===== src/rtl/rstc_pkg.sv =====
// Shared constants for the reset cause recorder.
// Assumes word-aligned byte offsets on a 32-bit register bus.
package rstc_pkg;
    localparam int unsigned BUS_W   = 32;
    localparam int unsigned ADDR_W  = 4;
    localparam int unsigned CAUSE_W = 3;

    // Register byte offsets
    localparam logic [ADDR_W-1:0] OFF_REMAP  = 4'h0;
    localparam logic [ADDR_W-1:0] OFF_STATUS = 4'h4;
    localparam logic [ADDR_W-1:0] OFF_CLEAR  = 4'h8;

    // Cause flag positions (software decodes these)
    localparam int unsigned BIT_POR  = 0;
    localparam int unsigned BIT_WDOG = 1;
    localparam int unsigned BIT_SOFT = 2;

    // Remap register field positions
    localparam int unsigned RM_SEL        = 0;
    localparam int unsigned RM_SRAM_HALF  = 3;
    localparam int unsigned RM_FLASH_HALF = 4;

    // Decoded single-cycle bus strobes
    typedef struct packed {
        logic wr_remap;
        logic wr_status;
        logic wr_clear;
        logic rd;
    } bus_dec_t;
endpackage


===== src/rtl/rstc_regif.sv =====
// Register interface: decodes bus strobes and returns registered read data.
// Assumes bus_en is low during power-on or external reset; accesses then are ignored.
module rstc_regif
    import rstc_pkg::*;
#(
    parameter bit FLASH_HALF = 1'b0,
    parameter bit SRAM_HALF  = 1'b0
) (
    input  logic                clk,
    input  logic                bus_en,
    input  logic                bus_req,
    input  logic                bus_we,
    input  logic [ADDR_W-1:0]   bus_addr,
    input  logic [CAUSE_W-1:0]  cause_flags,
    input  logic                remap_sel,
    output bus_dec_t            dec,
    output logic [BUS_W-1:0]    rdata
);
    logic [BUS_W-1:0] rd_word;

    // Decode the current access into one-hot write strobes and a read strobe
    always_comb begin
        dec           = '0;
        dec.rd        = bus_en & bus_req & ~bus_we;
        dec.wr_remap  = bus_en & bus_req & bus_we & (bus_addr == OFF_REMAP);
        dec.wr_status = bus_en & bus_req & bus_we & (bus_addr == OFF_STATUS);
        dec.wr_clear  = bus_en & bus_req & bus_we & (bus_addr == OFF_CLEAR);
    end

    // Select the word for the addressed register; unassigned offsets give zero
    always_comb begin
        rd_word = '0;
        unique case (bus_addr)
            OFF_REMAP: begin
                rd_word[RM_SEL]        = remap_sel;
                rd_word[RM_SRAM_HALF]  = SRAM_HALF;
                rd_word[RM_FLASH_HALF] = FLASH_HALF;
            end
            OFF_STATUS: rd_word[CAUSE_W-1:0] = cause_flags;
            default:    rd_word = '0;
        endcase
    end

    // Register the read data so it is valid one cycle after the request
    always_ff @(posedge clk) begin
        if (!bus_en) begin
            rdata <= '0;
        end else if (dec.rd) begin
            rdata <= rd_word;
        end
    end
endmodule


===== src/rtl/rstc_cause.sv =====
// Sticky reset cause flags and the software reset request.
// Assumes por_n is synchronous; only power-on resets the flags.
module rstc_cause
    import rstc_pkg::*;
(
    input  logic                clk,
    input  logic                por_n,
    input  logic                wdog_rst_i,
    input  logic                wr_status,
    input  logic                wr_clear,
    input  logic [CAUSE_W-1:0]  wdata,
    output logic [CAUSE_W-1:0]  flags,
    output logic                swr_req
);
    logic [CAUSE_W-1:0] set_vec;
    logic [CAUSE_W-1:0] clr_vec;
    logic               soft_set;

    // A software request is accepted only when no request is already pulsing
    assign soft_set = wr_status & wdata[BIT_SOFT] & ~swr_req;

    // Gather this cycle's set and clear requests per cause bit
    always_comb begin
        set_vec           = '0;
        set_vec[BIT_WDOG] = wdog_rst_i;
        set_vec[BIT_SOFT] = soft_set;
        clr_vec           = wr_clear ? wdata : '0;
    end

    // Update the flags: power-on restarts at 001, otherwise set beats clear
    always_ff @(posedge clk) begin
        if (!por_n) begin
            flags          <= '0;
            flags[BIT_POR] <= 1'b1;
        end else begin
            flags <= (flags & ~clr_vec) | set_vec;
        end
    end

    // Produce a single-cycle software reset request
    always_ff @(posedge clk) begin
        if (!por_n) begin
            swr_req <= 1'b0;
        end else begin
            swr_req <= soft_set;
        end
    end
endmodule


===== src/rtl/rstc_remap.sv =====
// Address-zero remap control bit; any reset returns flash to address zero.
// Assumes any_rst combines every reset source including the software request.
module rstc_remap (
    input  logic clk,
    input  logic any_rst,
    input  logic wr_remap,
    input  logic wdata_sel,
    output logic remap_sel
);
    // Hold the remap bit; resets take priority over a write
    always_ff @(posedge clk) begin
        if (any_rst) begin
            remap_sel <= 1'b0;
        end else if (wr_remap) begin
            remap_sel <= wdata_sel;
        end
    end
endmodule


===== src/rtl/rstc_top.sv =====
// Reset cause recorder and remap controller top level.
// Assumes all reset inputs are already synchronous to clk.
module rstc_top
    import rstc_pkg::*;
#(
    parameter bit FLASH_HALF = 1'b0,
    parameter bit SRAM_HALF  = 1'b0
) (
    input  logic              clk,
    input  logic              por_n,
    input  logic              ext_rst_n,
    input  logic              wdog_rst_i,
    input  logic              bus_req,
    input  logic              bus_we,
    input  logic [ADDR_W-1:0] bus_addr,
    input  logic [BUS_W-1:0]  bus_wdata,
    output logic [BUS_W-1:0]  bus_rdata,
    output logic              swr_req_o,
    output logic              remap_o
);
    bus_dec_t           dec;
    logic               bus_en;
    logic               any_rst;
    logic [CAUSE_W-1:0] cause_flags;
    logic               unused_wdata_hi;

    // Bus accesses are live only outside power-on and external reset
    assign bus_en  = por_n & ext_rst_n;
    // Every reset source, including the software request, clears the remap bit
    assign any_rst = ~por_n | ~ext_rst_n | wdog_rst_i | swr_req_o;
    assign unused_wdata_hi = ^bus_wdata[BUS_W-1:CAUSE_W];

    rstc_regif #(
        .FLASH_HALF (FLASH_HALF),
        .SRAM_HALF  (SRAM_HALF)
    ) u_regif (
        .clk         (clk),
        .bus_en      (bus_en),
        .bus_req     (bus_req),
        .bus_we      (bus_we),
        .bus_addr    (bus_addr),
        .cause_flags (cause_flags),
        .remap_sel   (remap_o),
        .dec         (dec),
        .rdata       (bus_rdata)
    );

    rstc_cause u_cause (
        .clk        (clk),
        .por_n      (por_n),
        .wdog_rst_i (wdog_rst_i),
        .wr_status  (dec.wr_status),
        .wr_clear   (dec.wr_clear),
        .wdata      (bus_wdata[CAUSE_W-1:0]),
        .flags      (cause_flags),
        .swr_req    (swr_req_o)
    );

    rstc_remap u_remap (
        .clk       (clk),
        .any_rst   (any_rst),
        .wr_remap  (dec.wr_remap),
        .wdata_sel (bus_wdata[RM_SEL]),
        .remap_sel (remap_o)
    );
endmodule


===== config.mk =====
export PLATFORM = sky130hd
export DESIGN_NAME = rstc_top
export DESIGN_NICKNAME = d
export VERILOG_FILES = /design/src/rtl/rstc_pkg.sv /design/src/rtl/rstc_regif.sv /design/src/rtl/rstc_cause.sv /design/src/rtl/rstc_remap.sv /design/src/rtl/rstc_top.sv
export SDC_FILE = /design/constraint.sdc
export NUM_CORES = 1
export LEC_CHECK = 0
export BUFFER_PORTS_ARGS = -buffer_cell sky130_fd_sc_hd__buf_4
export CORE_ASPECT_RATIO = 0.75
export CORE_MARGIN = 2
export CORE_UTILIZATION = 32
export CTS_BUF_LIST = sky130_fd_sc_hd__clkbuf_4
export DETAILED_ROUTE_END_ITERATION = 6
export GPL_TIMING_DRIVEN = 0
export MAX_ROUTING_LAYER = met4
export PLACE_DENSITY = 0.77
export RECOVER_POWER = 100
export SLEW_MARGIN = 10
export SYNTH_ARGS = -nofsm -noshare
export SYNTH_HDL_FRONTEND = slang
export SYNTH_SLANG_ARGS = --single-unit

===== constraint.sdc =====
create_clock -name clk -period 1.5 [get_ports clk]
set_clock_uncertainty 0.15 [all_clocks]
set_input_delay 0.15 -clock clk [delete_from_list [all_inputs] [get_ports clk]]
set_output_delay 0.15 -clock clk [all_outputs]
set_load 0.1 [all_outputs]

==> metrics.cfg, run 1 <==
[outcome]
status = complete, no violations

[final_layout]
final_cell_area_um2 = 875.8
n_fill_cell = 186
area_growth_pct = 47.37
seq_area_um2 = 162.7
final_cell_mix = buf_4 (38), conb_1 (29), nand2_1 (7)
diodes = 0
fin_util_pct = 50.32
multiInputGateArea_um2 = 314.1
drive_gt1_share_pct = 40.16
final_nets = 166
layout_commonest_cell = buf_4

[route]
drc_errors = 0
num_vias = 543
drtIter0Drc = 2
routed_wl_um = 1194
drtAntennaViolNets = 0
drt-vias-per-instance = 3.771
first_pass_iters = 2
wl_per_cell_um = 8.292

[timing]
fmax_mhz = 733.8
hold_viol = 0
final-max-slew-violation-count = 0
rsz0062_at_grt = false
tns_ns = 0
setup_viol = 0
period_share_pct = 90.85
worst_slew_pin_slew_ns = 0.5412
relSlewSlack_pct = 64.07
final.min_clock_period_ns = 1.363

[critical_path]
path_delay_family = buffers and inverters
critPathSlowestCell = dlygate4sd3_1
critical_path.cell_chain = dlygate4sd3_1 -> clkbuf_1 -> nor4bb_2 -> nand2_1 -> mux2i_1
crit_buf_inv = 2
crit_path_start_kind = input pin
crit_required_ns = 1.53
critPathMaxFanout = 3
cp.arrival_ns = 1.39
max_stage_delay_ns = 0.54
crit_type = input pin to flop
end_kind = flop

[global_route]
grt_pass1_wl_um = 1745
grt_overflow = 0
grt_pass1_vias = 445
grt_use_met3_pct = 6.429
grt_start_max_net_pins = 8
met1_usage_pct = 10.11
top_usage_layer = met2
grt_use_total_pct = 12.12
grt_antenna_before_repair = 0
met2_usage_pct = 23.78

[synthesis]
ys_types = 21
postSynthAreaPerCell_um2 = 8.254
yosysWarningCount = 0
syn_area_um2 = 594.3
ys_seq_area_share_pct = 26.95
synthCells = 72
synth_top_cell_area_share_pct = 36.63
ys_top_cells_by_area = buf_4 (37%), dfxtp_1 (27%), nand2_1 (4.4%)
yosys.area.top_type = buf_4
synth-seq-cells = 8

[min_path]
hp-class = input pin to flop

[pwr]
total_power_mw = 0.8116
p_sw_mw = 0.4235
intPower_mw = 0.3881
combinationalPowerShare_pct = 53.1
ir_drop_mv = 0.5900
p_per_area_nw_per_um2 = 926.7
p_leak_nw = 0.4691
swShare_pct = 52.18
power_frac_seq_pct = 26.6
power_frac_clock_pct = 20.3

[placement]
place_congestion = 0.7308
portBuffers = 17
placed_cell_area_um2 = 857.1

[floorplanning]
num_io_pins = 76
die_area_um2 = 2221
die_w_um = 53.76
rows = 13
die_h_um = 41.32
initial_core_util_pct = 34.15
core_area_um2 = 1740

[clock_tree]
worst_skew_pair.late_latency_ns = 0.25
numClockSinks = 8
cts_root_buf = clkbuf_4
cts_buffers = 3
htree_levels = 1
clk_pin_slew_ns = 0.05
clk_path_buf_depth = 2
cts_tree = yes

[job]
cap_violations = 0

[what timing repair did]
| action | CTS | global route |
|---|---|---|
| endpoints found under the setup margin | 0 | 1 |
| endpoints found under the hold margin | 2 | 0 |
| setup buffers | 0 | 0 |
| gates resized for setup | 0 | 1 |
| hold buffers | 2 | 0 |
[cell families after synthesis]
kind of cell           share of synthesized area, %
AND/OR/NAND/NOR                               25.05
AO/OA/AOI/OAI                                 6.104
flip-flops                                    26.95
multiplexers                                  3.369
buffers and inverters                         37.90
other                                        0.6310
[metrics by stage]
stage               setup WS [ns]  instances  hold WS (ns)
global placement          0.03137        139        0.2193
floorplan                 0.08883        100       0.06194
CTS                       0.03705        144       0.02232
finish                     0.1373        144       0.01766
detailed placement      -0.003760        139        0.2266
global route              0.05640        144       0.02552
[synth_stat cells]
master / number
nor3_1: 1
nor4_2: 1
a21oi_1: 3
buf_4: 29
o311ai_1: 1
nor4b_1: 2
or4b_1: 2
or3_1: 2
nor2b_1: 1
nor4bb_1: 1
inv_1: 2
nand2b_1: 3
o31ai_1: 1
dfxtp_1: 8
mux2i_1: 2
o21ai_0: 1
nand2_1: 7
nand4_1: 1
nor2_1: 1
conb_1: 1
nand3_1: 2
[worst reg2reg max path, cell delays in order (launching register included)]
cell	delay, ns
dfxtp_2	0.32
nand2b_1	0.14
nor4_1	0.30
nand2b_1	0.15
[worst paths after layout]
| path | start | end | slack, ns | depth (start not counted) |
|---|---|---|---|---|
| worst max-delay path | wdog_rst_i | u_remap.remap_sel$_SDFFE_PP0P_ | 0.14 | 5 |
| worst min-delay path | bus_wdata[0] | u_remap.remap_sel$_SDFFE_PP0P_ | 0.02 | 3 |
| worst max register to register | u_cause.swr_req$_SDFF_PN0_ | u_cause.flags[2]$_SDFF_PN0_ | 0.38 | 3 |
| worst min register to register | u_regif.rdata[0]$_SDFFE_PP0P_ | u_regif.rdata[0]$_SDFFE_PP0P_ | 0.30 | 2 |
[state kept, by name, summed over array words and instances, names as in the netlist]
register and count:
u_regif.rdata 3, u_cause.flags 3, u_remap.remap_sel 1, u_cause.swr_req 1
[layout make-up]
type	instances	share of cell area, %
Multi-Input combinational cell	61	35.86
Buffer	29	24.86
Sequential cell	8	18.57
Timing Repair Buffer	19	14.14
Tap cell	22	3.143
Clock buffer	3	2.571
Inverter	2	0.8571
[power by group through the flow]
| stage | Combinational, mW | Sequential, mW | Clock, mW |
|---|---|---|---|
| after global placement | 0.425 | 0.220 | 0 |
| after global routing | 0.447 | 0.216 | 0.180 |
| after CTS | 0.431 | 0.216 | 0.165 |
| after floorplan | 0.390 | 0.222 | 0 |
| final | 0.431 | 0.216 | 0.164 |
| after detailed placement | 0.427 | 0.220 | 0 |
[layer usage]
metal	part of all wire, %	vias to the layer above
met3	12	2
met2	53	24
li1	-	289
met5	0	-
met4	0.34	0
met1	35	228
Note: power is estimated with default switching activity, not from simulation.
==> inputs of run 2 (changes only) <==
- BUFFER_PORTS_ARGS: -buffer_cell sky130_fd_sc_hd__buf_4 -> not set
- CORE_ASPECT_RATIO: 0.75 -> not set
- CORE_UTILIZATION: 32 -> 40
- DONT_BUFFER_PORTS: not set -> 1
- PLACE_DENSITY: 0.77 -> 0.5
==> run 2 against run 1 <==
The flow now finishes with violations (hold timing). Critical path type is now flop to flop. Sequential share of layout area up 1.8 points. Worst setup slack worse by 0.0094 ns. Design area down 5.3%. Non-clock buffer count down 11. Register-to-register slack worse by 0.25 ns. Fmax down 0.69%.
==> metrics.cfg, run 2 (synthesis results as in run 1) <==
[route]
drtAntennaViolNets = 0  ; unchanged
first_pass_iters = 4  ; was 2
wl_per_cell_um = 9.254  ; was 8.292 um
num_vias = 499  ; was 543
drt-vias-per-instance = 3.960  ; was 3.771
routed_wl_um = 1166  ; was 1194 um
drc_errors = 0  ; unchanged
drtIter0Drc = 6  ; was 2

[clock_tree]
post_cts_buffers = 0  ; unchanged
cts_tree = yes  ; unchanged
worst_skew_pair.late_latency_ns = 0.26  ; was 0.25 ns
hold_buffers = 8  ; was 2
cts_root_buf = clkbuf_4  ; unchanged
clk_path_buf_depth = 2  ; unchanged
htree_levels = 1  ; unchanged
cts_buffers = 3  ; unchanged
clk_pin_slew_ns = 0.06  ; was 0.05 ns
numClockSinks = 8  ; unchanged

[global_route]
grt_pass1_vias = 393  ; was 445
grt_start_max_net_pins = 6  ; was 8
grt_antenna_before_repair = 0  ; unchanged
grt_use_total_pct = 13.24  ; was 12.12%
grt_overflow = 0  ; unchanged
grt_pass1_wl_um = 1690  ; was 1745 um

[timing]
tns_ns = 0  ; unchanged
relSlewSlack_pct = 63.37  ; was 64.07%
holdWs_ns = -0.09616  ; was 0.01766 ns
worst_slew_pin_slew_ns = 0.5495  ; was 0.5412 ns
period_share_pct = 91.48  ; was 90.85%
hold_viol = 2  ; was 0
final.min_clock_period_ns = 1.372  ; was 1.363 ns
final-max-slew-violation-count = 0  ; unchanged
fmax_mhz = 728.8  ; was 733.8 MHz
setup_viol = 0  ; unchanged

[final_layout]
n_fill_cell = 138  ; was 186
final_cell_area_um2 = 829.5  ; was 875.8 um2
final_cell_mix = buf_4 (29), conb_1 (29), dlygate4sd3_1 (8)  ; was buf_4 (38), conb_1 (29), nand2_1 (7)
final_nets = 155  ; was 166
drive_gt1_share_pct = 34.23  ; was 40.16%
area_growth_pct = 39.58  ; was 47.37%
diodes = 0  ; unchanged
layout.cells.non_filler = 126  ; was 144
largest_registers = u_cause.flags x3, u_regif.rdata x3  ; unchanged

[job]
cap_violations = 0  ; unchanged

[critical_path]
crit_required_ns = 1.53  ; about the same
end_kind = flop  ; unchanged
critPathMaxFanout = 3  ; unchanged
cp.arrival_ns = 1.41  ; was 1.39 ns
crit_path_start_kind = flop  ; was input pin
crit_type = flop to flop  ; was input pin to flop

[placement]
place_congestion = 0.7512  ; was 0.7308
dp_cells = 115  ; was 139
portBuffers = 0  ; was 17
dpl.hpwl_um = 882.3
placed_cell_area_um2 = 720.7  ; was 857.1 um2

[floorplanning]
num_io_pins = 76  ; unchanged
core_area_um2 = 1350  ; was 1740 um2
rows = 13  ; unchanged
die_h_um = 42.55  ; was 41.32 um
die_w_um = 42.55  ; was 53.76 um
die_area_um2 = 1810  ; was 2221 um2
initial_core_util_pct = 44.02  ; was 34.15%

[outcome]
violations = hold timing
status = finished with violations  ; was complete, no violations

[min_path]
hp-class = input pin to flop  ; unchanged

[pwr]
p_leak_nw = 0.4285  ; was 0.4691 nW
ir_drop_mv = 0.4785  ; was 0.5900 mV
p_per_area_nw_per_um2 = 963.9  ; was 926.7 nW/um2

==> run 2: power by group <==
group / leakage (nW) / switching (mW) / internal, mW
sequential: 0.0677 / 0.00258 / 0.213
clock: 0.0138 / 0.0778 / 0.0919
combinational: 0.347 / 0.339 / 0.0749
==> run 2: metrics by stage <==
stage | util (%) | setup slack [ns] | power (mW)
6_report | 61.45 | 0.1279 | 0.7996
5_1_grt | 61.45 | -0.02907 | 0.8286
4_1_cts | 61.26 | 0.01918 | 0.7996
3_5_place_dp | 53.38 | 0.04664 | 0.6142
3_3_place_gp | 53.38 | 0.05491 | 0.6144
2_1_floorplan | - | 0.08883 | 0.6113
==> run 2: cell type report <==
class | count | area, um2 | share of cell area (%)
repair buffers | 8 | 80.08 | 9.653
flip-flops and latches | 8 | 168.9 | 20.36
multi-input cells | 61 | 314.1 | 37.86
plain buffers | 29 | 217.7 | 26.24
clock buffers | 3 | 22.52 | 2.715
well taps | 15 | 18.77 | 2.262
inverters | 2 | 7.507 | 0.9050
==> run 2: worst paths after layout <==
check                           slack [ns]  cells past startpoint                              to                   startpoint
worst max-delay path                  0.13                      3  u_remap.remap_sel$_SDFFE_PP0P_   u_cause.swr_req$_SDFF_PN0_
worst min-delay path                  -0.1                      2      u_cause.swr_req$_SDFF_PN0_                  bus_addr[0]
worst max register to register        0.13                      3  u_remap.remap_sel$_SDFFE_PP0P_   u_cause.swr_req$_SDFF_PN0_
worst min register to register        0.31                      2     u_cause.flags[0]$_SDFF_PN1_  u_cause.flags[0]$_SDFF_PN1_
==> run 2: what timing repair did <==
action,4_1_cts,5_1_grt
resized for setup,3,2
hold endpoints to repair,8,2
setup endpoints to repair,3,2
==> run 2: layer usage <==
| metal | share of wire, % | vias up | GRT usage, % |
|---|---|---|---|
| met3 | 16 | 5 | 8.190 |
| met5 | 0 | - | - |
| met2 | 48 | 36 | 19.08 |
| met4 | 2.0 | 0 | 7.500 |
| li1 | - | 266 | - |
| met1 | 34 | 192 | 13.73 |
==> run 2: critical path, cell delays in order, from the launching register on <==
cell	delay (ns)
dfxtp_2	0.50
nor4bb_2	0.41
nand2_1	0.09
mux2i_1	0.14
